$ cat src/rtl/lock_pkg.sv
package lock_pkg;

    localparam int NUM_DIGITS = 3;

    typedef enum logic [3:0] {
        ST_FAIL  = 4'b0000,
        ST_STEP1 = 4'b0001,
        ST_STEP2 = 4'b0010,
        ST_STEP3 = 4'b0100,
        ST_OPEN  = 4'b1000
    } lock_state_e;

endpackage

$ cat src/rtl/lock_code_bank.sv
module lock_code_bank
    import lock_pkg::*;
#(
    parameter int                         DW           = 4,
    parameter logic [NUM_DIGITS*DW-1:0]   DEFAULT_CODE = {4'd2, 4'd4, 4'd3}
) (
    input  logic                              clk,
    input  logic                              rst,
    input  logic [DW-1:0]                     wr_data,
    input  logic [NUM_DIGITS-1:0]             wr_en,
    output logic [NUM_DIGITS-1:0][DW-1:0]     digits
);

    for (genvar k = 0; k < NUM_DIGITS; k++) begin : g_digit
        always_ff @(posedge clk) begin
            if (rst) begin
                digits[k] <= DEFAULT_CODE[k*DW +: DW];
            end else if (wr_en[k]) begin
                digits[k] <= wr_data;
            end
        end

        // a write enable stores the bus value at the next edge
        p_digit_write_r8: assert property (@(posedge clk) disable iff (rst)
            wr_en[k] |=> digits[k] == $past(wr_data));
    end

endmodule

$ cat src/rtl/lock_digit_cmp.sv
module lock_digit_cmp
    import lock_pkg::*;
#(
    parameter int DW = 4
) (
    input  logic [NUM_DIGITS-1:0][DW-1:0] digits,
    input  logic [NUM_DIGITS-1:0]         sel,
    input  logic [DW-1:0]                 entry_val,
    output logic                          match
);

    logic [DW-1:0] picked;

    always_comb begin
        picked = '0;
        for (int k = 0; k < NUM_DIGITS; k++) begin
            picked = picked | (digits[k] & {DW{sel[k]}});
        end
        match = (|sel) && (picked == entry_val);
    end

    always_comb begin
        assert ($onehot0(sel)) else $error("p_sel_onehot_r3: select not one-hot");
    end

endmodule

$ cat src/rtl/lock_ctrl.sv
module lock_ctrl
    import lock_pkg::*;
(
    input  logic                  clk,
    input  logic                  rst,
    input  logic                  entry_stb,
    input  logic                  match,
    output logic [NUM_DIGITS-1:0] sel,
    output logic                  door_open
);

    lock_state_e state_q, state_d;

    always_comb begin
        state_d = state_q;
        unique case (state_q)
            ST_STEP1: if (entry_stb) state_d = match ? ST_STEP2 : ST_FAIL;
            ST_STEP2: if (entry_stb) state_d = match ? ST_STEP3 : ST_FAIL;
            ST_STEP3: if (entry_stb) state_d = match ? ST_OPEN  : ST_FAIL;
            ST_OPEN:  state_d = ST_OPEN;
            ST_FAIL:  state_d = ST_FAIL;
            default:  state_d = ST_FAIL;
        endcase
    end

    always_ff @(posedge clk) begin
        if (rst) state_q <= ST_STEP1;
        else     state_q <= state_d;
    end

    always_comb begin
        sel       = state_q[NUM_DIGITS-1:0];
        door_open = state_q[3];
    end

    // no strobe, no movement
    p_hold_idle_r2: assert property (@(posedge clk) disable iff (rst)
        !entry_stb |=> $stable(state_q));
    // strobed mismatch in a step state lands in FAIL
    p_mismatch_fail_r4: assert property (@(posedge clk) disable iff (rst)
        (entry_stb && !match && (|state_q[2:0])) |=> state_q == ST_FAIL);
    // OPEN is terminal until reset
    p_open_sticky_r5: assert property (@(posedge clk) disable iff (rst)
        state_q == ST_OPEN |=> state_q == ST_OPEN);
    // FAIL is terminal until reset
    p_fail_sticky_r6: assert property (@(posedge clk) disable iff (rst)
        state_q == ST_FAIL |=> state_q == ST_FAIL);

endmodule

$ cat src/rtl/seq_code_lock.sv
module seq_code_lock
    import lock_pkg::*;
#(
    parameter int                       DW           = 4,
    parameter logic [NUM_DIGITS*DW-1:0] DEFAULT_CODE = {4'd2, 4'd4, 4'd3}
) (
    input  logic                  clk,
    input  logic                  rst,
    input  logic [DW-1:0]         entry_val,
    input  logic                  entry_stb,
    input  logic [NUM_DIGITS-1:0] code_wr,
    output logic                  door_open,
    output logic [NUM_DIGITS-1:0] step_sel
);

    logic [NUM_DIGITS-1:0][DW-1:0] digits;
    logic                          match;

    lock_code_bank #(.DW(DW), .DEFAULT_CODE(DEFAULT_CODE)) u_bank (
        .clk     (clk),
        .rst     (rst),
        .wr_data (entry_val),
        .wr_en   (code_wr),
        .digits  (digits)
    );

    lock_digit_cmp #(.DW(DW)) u_cmp (
        .digits    (digits),
        .sel       (step_sel),
        .entry_val (entry_val),
        .match     (match)
    );

    lock_ctrl u_ctrl (
        .clk       (clk),
        .rst       (rst),
        .entry_stb (entry_stb),
        .match     (match),
        .sel       (step_sel),
        .door_open (door_open)
    );

endmodule

$ cat config.mk
export PLATFORM = sky130hd
export DESIGN_NAME = seq_code_lock
export DESIGN_NICKNAME = d
export VERILOG_FILES = /design/src/rtl/lock_pkg.sv /design/src/rtl/lock_code_bank.sv /design/src/rtl/lock_digit_cmp.sv /design/src/rtl/lock_ctrl.sv /design/src/rtl/seq_code_lock.sv
export SDC_FILE = /design/constraint.sdc
export NUM_CORES = 1
export LEC_CHECK = 0
export ABC_AREA = 1
export BUFFER_PORTS_ARGS = -buffer_cell sky130_fd_sc_hd__buf_2
export CAP_MARGIN = 20
export CORE_UTILIZATION = 35
export DETAILED_ROUTE_END_ITERATION = 12
export PLACE_DENSITY = 0.54
export SKIP_CTS_REPAIR_TIMING = 1
export SLEW_MARGIN = 20
export SYNTH_ARGS = -nofsm -noshare
export SYNTH_HDL_FRONTEND = slang
export SYNTH_SLANG_ARGS = --single-unit
$ cat constraint.sdc
create_clock -name clk -period 1.2 [get_ports clk]
set_input_delay 0.06 -clock clk [delete_from_list [all_inputs] [get_ports clk]]
set_output_delay 0.06 -clock clk [all_outputs]
set_load 0.02 [all_outputs]
==> impl_metrics.prom, run 1 <==
# TYPE chip_impl_metric gauge
chip_impl_metric{name="r2r_setup_slack",unit="ps"} 10
chip_impl_info{name="r2r-end",value="u_ctrl.state_q[1]"} 1
chip_impl_metric{name="report.final.slew_viol_count",unit=""} 0
chip_impl_metric{name="first_global_vias",unit=""} 697
chip_impl_metric{name="first_pass_grt_wire_length",unit="microns"} 3020
chip_impl_metric{name="core_rows",unit=""} 16
chip_impl_metric{name="dr.first_iter.drc_count",unit=""} 15
chip_impl_metric{name="finalNetCount",unit=""} 142
chip_impl_metric{name="groute.layer.met1.usage",unit=""} 0.210
chip_impl_metric{name="min_period_over_period",unit=""} 0.992
chip_impl_metric{name="top_level_ports",unit=""} 14
chip_impl_metric{name="critical_path_arrival",unit="ps"} 1410
chip_impl_metric{name="min_path_cells",unit=""} 2
chip_impl_metric{name="numPortBuffers",unit=""} 13
chip_impl_metric{name="n_fill_cell",unit=""} 221
chip_impl_metric{name="synthesis.area_per_instance",unit="sq um"} 6.88
chip_impl_metric{name="combinationalPowerShare",unit=""} 0.140
chip_impl_metric{name="floorplan.initialDensity",unit=""} 0.384
chip_impl_metric{name="power_density",unit="nW/um^2"} 1140
chip_impl_info{name="final_cell_mix",value="28 x sky130_fd_sc_hd__nand2_1, 15 x sky130_fd_sc_hd__inv_1, 13 x sky130_fd_sc_hd__buf_2, 13 x sky130_fd_sc_hd__dfxtp_1, 11 x sky130_fd_sc_hd__o21ai_0"} 1
chip_impl_metric{name="critPathMaxFanout",unit=""} 8
chip_impl_metric{name="fin_worst_hold_slack",unit="ps"} -2.10
chip_impl_metric{name="avgRoutedWirePerCell",unit="microns"} 11.2
chip_impl_metric{name="area.growth.synth_to_final",unit="%"} 22.1
chip_impl_info{name="worstReg2RegStart",value="u_ctrl.state_q[0]"} 1
chip_impl_metric{name="routed-via-count",unit=""} 789
chip_impl_metric{name="power.share.clock",unit=""} 0.328
chip_impl_metric{name="detailedPlacementHpwl",unit="microns"} 1360
chip_impl_metric{name="grt_max_degree",unit=""} 12
chip_impl_metric{name="timing.final.hold_violations",unit=""} 1
chip_impl_metric{name="yosys_register_bits",unit=""} 16
chip_impl_metric{name="cell_internal_pwr",unit="uW"} 804
chip_impl_metric{name="worstMarginPinSlew",unit="ps"} 278
chip_impl_metric{name="net_switching_power_of_the_design",unit="uW"} 282
chip_impl_metric{name="cts_buffer_depth",unit=""} 2
chip_impl_metric{name="grt_use_met2",unit=""} 0.258
chip_impl_metric{name="n_antenna_cell",unit=""} 0
chip_impl_metric{name="dieWidth",unit="microns"} 49.1
chip_impl_info{name="destination_of_the_worst_hold_path",value="u_ctrl.state_q[2]"} 1
chip_impl_metric{name="gr-usage-all-layers",unit=""} 0.167
chip_impl_info{name="mostFrequentLayoutCell",value="sky130_fd_sc_hd__nand2_1"} 1
chip_impl_info{name="hold_path.class",value="input pin to register"} 1
chip_impl_info{name="worstSetupEndpointType",value="register"} 1
chip_impl_metric{name="clkSlewWorstSetupHoldPaths",unit="ps"} 100
chip_impl_info{name="cp-startpoint",value="u_ctrl.state_q[0]"} 1
chip_impl_metric{name="maxCapViolCount",unit=""} 0
chip_impl_metric{name="fmax",unit="MHz"} 840
chip_impl_info{name="global_route.peak_usage_layer",value="met2"} 1
chip_impl_metric{name="synth.yosys.seq_area_share",unit=""} 0.412
chip_impl_metric{name="gr-usage-met3",unit=""} 0.0748
chip_impl_metric{name="synth.top_cell.area_share",unit=""} 0.412
chip_impl_info{name="cp-start-kind",value="register"} 1
chip_impl_metric{name="gp_congestion",unit=""} 0.826
chip_impl_info{name="clock-root-buffer",value="sky130_fd_sc_hd__clkbuf_4"} 1
chip_impl_metric{name="required_time_at_the_worst_slack_endpoint",unit="ps"} 1420
chip_impl_metric{name="setup_tns",unit="ps"} 0
chip_impl_metric{name="drt_drc_violations_left",unit=""} 0
chip_impl_metric{name="synth_area",unit="sq um"} 777
chip_impl_metric{name="grt_antenna_before_repair",unit=""} 0
chip_impl_metric{name="drive_gt1_frac",unit=""} 0.229
chip_impl_metric{name="syn-instance-count",unit=""} 113
chip_impl_metric{name="via_per_inst",unit=""} 4.99
chip_impl_metric{name="clock_latency_on_the_worst_skew_pair",unit="ps"} 290
chip_impl_metric{name="period_needed",unit="ps"} 1190
chip_impl_metric{name="die-height",unit="microns"} 49.1
chip_impl_metric{name="ff2ff_path_depth",unit=""} 9
chip_impl_metric{name="antenna_left",unit=""} 0
chip_impl_info{name="hold_start",value="rst"} 1
chip_impl_metric{name="detailedRoute.firstPassIterationCount",unit=""} 4
chip_impl_metric{name="cts_inserted_buffers",unit=""} 3
chip_impl_info{name="rsz0062_at_grt",value="yes"} 1
chip_impl_metric{name="worst_ir_drop_vdd",unit="uV"} 945
chip_impl_metric{name="std_cell_core_area",unit="sq um"} 2020
chip_impl_metric{name="power.share.switching",unit=""} 0.260
chip_impl_metric{name="clock_skew",unit="ps"} 6.56
chip_impl_info{name="criticalPathCategory",value="register to register"} 1
chip_impl_metric{name="route.final.wire_length",unit="microns"} 1760
chip_impl_metric{name="totalPowerFinal",unit="uW"} 1090
chip_impl_info{name="status",value="complete, but fails checks"} 1
chip_impl_info{name="netlist.top_cell.by_area",value="sky130_fd_sc_hd__dfxtp_1"} 1
chip_impl_metric{name="yosys_warnings",unit=""} 0
chip_impl_metric{name="die-area",unit="sq um"} 2410
chip_impl_info{name="violations",value="negative hold slack"} 1
chip_impl_metric{name="leftover_overflow_at_the_end_of_global_routing",unit=""} 0
chip_impl_info{name="synth_area_leaders",value="sky130_fd_sc_hd__dfxtp_1 41%, sky130_fd_sc_hd__nand2_1 14%, sky130_fd_sc_hd__inv_1 7.2%"} 1
chip_impl_metric{name="slew_headroom",unit=""} 0.815
chip_impl_metric{name="clock-sinks",unit=""} 16
chip_impl_metric{name="syn-num-nets",unit=""} 123
chip_impl_metric{name="cts.htree.levels",unit=""} 1
chip_impl_info{name="cts_tree",value="built"} 1
chip_impl_metric{name="p_leak",unit="uW"} 0.000457
chip_impl_metric{name="cell_variety_after_synth",unit=""} 14
chip_impl_metric{name="setup-violations-final",unit=""} 0
chip_impl_metric{name="share_seq_of_total_power",unit=""} 0.532
critical path: stages, from the launching register on:
cell and delay (ps):
sky130_fd_sc_hd__dfxtp_4 390, sky130_fd_sc_hd__nand2_1 90, sky130_fd_sc_hd__nand3_1 80, sky130_fd_sc_hd__nand2_1 60, sky130_fd_sc_hd__nand2_1 70, sky130_fd_sc_hd__nor2_2 100, sky130_fd_sc_hd__nand2_1 70, sky130_fd_sc_hd__nor2_2 100
sky130_fd_sc_hd__nand2_1 70, sky130_fd_sc_hd__a21oi_2 110
logic make-up after synthesis:
| kind of cell | after synthesis | share of synthesized area |
|---|---|---|
| AOI/OAI and AO/OA | 25 | 0.177 |
| DFF | 16 | 0.412 |
| buffers and inverters | 17 | 0.0918 |
| and+or+nand+nor | 55 | 0.319 |
cell type report:
class | count | area (sq um) | share of cell area
well taps | 27 | 33.8 | 0.0356
repair buffers | 16 | 92.6 | 0.0976
flip-flops and latches | 16 | 332 | 0.350
multi-input cells | 80 | 398 | 0.420
inverters | 15 | 56.3 | 0.0594
clock buffers | 4 | 36.3 | 0.0383
metal layers:
metal	up-vias	wire length, microns	part of all wire
met1	359	804	0.46
met4	0	12	0.0068
met3	2	131	0.074
met2	18	815	0.46
li1	410	-	-
met5	-	0	0
worst max path at each step:
stage,endpoint,slack [ps],cells after the start
floorplan,u_ctrl.state_q[1],30,10
global placement,u_ctrl.state_q[1],-3,8
detailed placement,u_ctrl.state_q[1],-30,8
CTS,u_ctrl.state_q[1],-60,8
global route,u_ctrl.state_q[2],-100,9
finish,u_ctrl.state_q[1],10,9
cell usage after synthesis:
| library cell | instances |
|---|---|
| sky130_fd_sc_hd__nand2_1 | 29 |
| sky130_fd_sc_hd__dfxtp_1 | 16 |
| sky130_fd_sc_hd__inv_1 | 15 |
| sky130_fd_sc_hd__nand3_1 | 11 |
| sky130_fd_sc_hd__o21ai_0 | 11 |
| sky130_fd_sc_hd__a21oi_1 | 10 |
| sky130_fd_sc_hd__nand4_1 | 6 |
| sky130_fd_sc_hd__nor2_1 | 4 |
| sky130_fd_sc_hd__nor2_2 | 4 |
| sky130_fd_sc_hd__a21oi_2 | 2 |
| sky130_fd_sc_hd__o211ai_1 | 2 |
| sky130_fd_sc_hd__buf_6 | 1 |
| sky130_fd_sc_hd__clkbuf_1 | 1 |
| sky130_fd_sc_hd__nand2_2 | 1 |
power groups by stage:
stage,clock [uW],combinational [uW],sequential (uW)
final,356,152,578
after global routing,404,173,584
after CTS,368,147,582
after detailed placement,0,146,595
after global placement,0,145,594
after floorplan,0,92.0,593
sequential cells by signal, indices dropped and copies added (netlist names):
register        count
u_ctrl.state_q      4
u_bank.digits      12
metrics by stage:
step,hold slack [ps],cells,worst slack [ps],util,cell area (sq um)
2_1_floorplan,115,113,25.8,-,781
3_3_place_gp,287,152,-2.92,0.431,872
3_5_place_dp,285,152,-34.6,0.431,872
4_1_cts,-30.8,156,-57.8,0.449,908
5_1_grt,-19.9,158,-104,0.469,948
6_report,-2.10,158,9.99,0.469,948
Power figures use the tool's default switching activity.
==> run 2: changes to the inputs <==
==> constraint.sdc (replaced) <==
create_clock -name clk -period 1.35 [get_ports clk]
set_input_delay 0.0675 -clock clk [delete_from_list [all_inputs] [get_ports clk]]
set_output_delay 0.0675 -clock clk [all_outputs]
set_load 0.02 [all_outputs]
==> run 2 against run 1 <==
The run now ends clean. Power decreased by 11%. Sequential power decreased by 11%. Clock skew about the same. Worst setup slack improved by 110 ps. Largest cell class unchanged. Combinational power decreased by 11%. Register-to-register slack improved by 110 ps. Utilization decreased by 0.12 points. Worst hold slack improved by 33 ps. First-iteration DRC count increased by 80%.
==> impl_metrics.prom, run 2 (synthesis results as in run 1) <==
# TYPE chip_impl_metric gauge
chip_impl_info{name="status",value="finished, final reports clean"} 1
chip_impl_metric{name="area.growth.synth_to_final",unit="%"} 21.7
chip_impl_metric{name="clock_skew",unit="ps"} 6.42
chip_impl_metric{name="fin_worst_hold_slack",unit="ps"} 30.9
chip_impl_info{name="cp-start-kind",value="register"} 1
chip_impl_metric{name="worst_ir_drop_vdd",unit="uV"} 894
chip_impl_metric{name="drive_gt1_frac",unit=""} 0.212
chip_impl_metric{name="cts_buffer_depth",unit=""} 2
chip_impl_info{name="cts_tree",value="built"} 1
chip_impl_metric{name="min_path_cells",unit=""} 3
chip_impl_metric{name="report.final.slew_viol_count",unit=""} 0
chip_impl_metric{name="grt_max_degree",unit=""} 12
chip_impl_metric{name="clock_latency_on_the_worst_skew_pair",unit="ps"} 290
chip_impl_metric{name="dieWidth",unit="microns"} 49.1
chip_impl_metric{name="ff2ff_path_depth",unit=""} 9
chip_impl_metric{name="detailedRoute.firstPassIterationCount",unit=""} 5
chip_impl_metric{name="leftover_overflow_at_the_end_of_global_routing",unit=""} 0
chip_impl_metric{name="clkSlewWorstSetupHoldPaths",unit="ps"} 100
chip_impl_metric{name="finish.instance_area",unit="sq um"} 946
chip_impl_info{name="hold_path.class",value="input pin to register"} 1
chip_impl_metric{name="net_switching_power_of_the_design",unit="uW"} 254
chip_impl_info{name="largest_registers",value="u_bank.digits: 12 flops, u_ctrl.state_q: 4 flops"} 1
chip_impl_info{name="mostFrequentLayoutCell",value="sky130_fd_sc_hd__nand2_1"} 1
chip_impl_metric{name="worstMarginPinSlew",unit="ps"} 289
chip_impl_metric{name="gr-usage-all-layers",unit=""} 0.163
chip_impl_info{name="worstReg2RegStart",value="u_ctrl.state_q[0]"} 1
chip_impl_info{name="destination_of_the_worst_hold_path",value="u_bank.digits[9]"} 1
chip_impl_metric{name="antenna_left",unit=""} 0
chip_impl_metric{name="maxCapViolCount",unit=""} 0
chip_impl_metric{name="cts_inserted_buffers",unit=""} 3
chip_impl_metric{name="top_level_ports",unit=""} 14
chip_impl_info{name="clock-root-buffer",value="sky130_fd_sc_hd__clkbuf_4"} 1
chip_impl_metric{name="via_per_inst",unit=""} 4.97
chip_impl_metric{name="combinationalPowerShare",unit=""} 0.140
chip_impl_metric{name="core_rows",unit=""} 16
chip_impl_metric{name="critical_path_arrival",unit="ps"} 1460
chip_impl_metric{name="share_seq_of_total_power",unit=""} 0.530
chip_impl_info{name="rsz0062_at_grt",value="no"} 1
chip_impl_metric{name="first_global_vias",unit=""} 657
chip_impl_metric{name="dr.first_iter.drc_count",unit=""} 27
chip_impl_metric{name="required_time_at_the_worst_slack_endpoint",unit="ps"} 1580
chip_impl_metric{name="die-area",unit="sq um"} 2410
chip_impl_metric{name="first_pass_grt_wire_length",unit="microns"} 2920
chip_impl_metric{name="std_cell_core_area",unit="sq um"} 2020
chip_impl_metric{name="clock-sinks",unit=""} 16
chip_impl_metric{name="avgRoutedWirePerCell",unit="microns"} 11.3
chip_impl_metric{name="postPlaceCellArea",unit="sq um"} 868
chip_impl_info{name="criticalPathCategory",value="register to register"} 1
chip_impl_metric{name="fmax",unit="MHz"} 812
chip_impl_metric{name="gp_congestion",unit=""} 0.842
chip_impl_metric{name="cts.htree.levels",unit=""} 1
chip_impl_info{name="worstSetupEndpointType",value="register"} 1
chip_impl_metric{name="period_needed",unit="ps"} 1230
chip_impl_metric{name="critPathMaxFanout",unit=""} 8
chip_impl_metric{name="r2r_setup_slack",unit="ps"} 120
chip_impl_metric{name="grt_antenna_before_repair",unit=""} 0
chip_impl_metric{name="min_period_over_period",unit=""} 0.912
chip_impl_metric{name="detailedPlacementHpwl",unit="microns"} 1340
chip_impl_metric{name="cell_internal_pwr",unit="uW"} 715
chip_impl_metric{name="setup-violations-final",unit=""} 0
chip_impl_metric{name="power.share.switching",unit=""} 0.262
chip_impl_info{name="final_cell_mix",value="29 x sky130_fd_sc_hd__nand2_1, 15 x sky130_fd_sc_hd__inv_1, 13 x sky130_fd_sc_hd__buf_2, 13 x sky130_fd_sc_hd__dfxtp_1"} 1
chip_impl_metric{name="n_antenna_cell",unit=""} 0
chip_impl_metric{name="floorplan.initialDensity",unit=""} 0.384
chip_impl_metric{name="routed-via-count",unit=""} 790
chip_impl_metric{name="power.share.clock",unit=""} 0.330
chip_impl_info{name="hold_start",value="entry_val[1]"} 1
chip_impl_info{name="r2r-end",value="u_ctrl.state_q[1]"} 1
chip_impl_metric{name="timing.final.hold_violations",unit=""} 0
chip_impl_metric{name="p_leak",unit="uW"} 0.000453
chip_impl_metric{name="finalNetCount",unit=""} 143
chip_impl_info{name="regMostFlops",value="u_bank.digits"} 1
chip_impl_metric{name="route.final.wire_length",unit="microns"} 1790
chip_impl_metric{name="utilization",unit=""} 0.468
chip_impl_metric{name="power_density",unit="nW/um^2"} 1030
chip_impl_metric{name="slew_headroom",unit=""} 0.807
chip_impl_metric{name="largest_reg_flops",unit=""} 12
chip_impl_metric{name="n_fill_cell",unit=""} 213
chip_impl_metric{name="numPortBuffers",unit=""} 13
chip_impl_metric{name="drt_drc_violations_left",unit=""} 0
chip_impl_metric{name="die-height",unit="microns"} 49.1
## run 2: changes by cell type in the layout (fill, tap and decap cells not counted), sizes merged
cell / change
dlygate4sd3: +1
## run 2: stage by stage
step                instances  total power [uW]  setup TNS [ps]  worst slack, ps
detailed placement        152               658           -2.51            -2.51
global route              159              1040               0             15.1
finish                    159               970               0              118
global placement          152               658               0             9.42
CTS                       156               985           -40.2            -22.9
floorplan                 113               608               0              109
## run 2: worst max path at each step
stage	from	to	slack [ps]
after floorplan	u_ctrl.state_q[1]	u_ctrl.state_q[1]	110
after detailed placement	u_ctrl.state_q[2]	u_ctrl.state_q[1]	-3
after global placement	u_ctrl.state_q[2]	u_ctrl.state_q[1]	9
after global routing	u_ctrl.state_q[0]	u_ctrl.state_q[2]	20
final	u_ctrl.state_q[0]	u_ctrl.state_q[1]	120
after CTS	u_ctrl.state_q[1]	u_ctrl.state_q[1]	-20
## run 2: critical path: stages, from the launching register on
cell and delay, ps:
sky130_fd_sc_hd__dfxtp_4 390, sky130_fd_sc_hd__nand2_1 90, sky130_fd_sc_hd__nand3_1 80, sky130_fd_sc_hd__nand2_1 60
sky130_fd_sc_hd__nand2_1 80, sky130_fd_sc_hd__nor2_2 100, sky130_fd_sc_hd__nand2_1 70, sky130_fd_sc_hd__nor2_2 110
sky130_fd_sc_hd__nand2_1 80, sky130_fd_sc_hd__a21oi_2 110
## run 2: power by group through the flow
stage / Clock [uW] / Combinational [uW] / Sequential, uW
after detailed placement: 0 / 129 / 529
after global routing: 363 / 154 / 518
after floorplan: 0 / 81.7 / 526
after global placement: 0 / 129 / 529
final: 320 / 136 / 514
after CTS: 337 / 130 / 518
## run 2: layer usage
metal	up-vias	track usage	routed length, microns
met1	356	0.194	886
met4	0	0.0441	12
met2	17	0.267	825
met5	-	0	0
met3	2	0.0685	70
li1	415	-	-
## run 2: area by class of cell
type	count	area, sq um	area share
Sequential cell	16	332	0.351
Multi-Input combinational cell	80	385	0.407
Tap cell	27	33.8	0.0357
Clock buffer	4	36.3	0.0384
Timing Repair Buffer	17	103	0.108
Inverter	15	56.3	0.0595
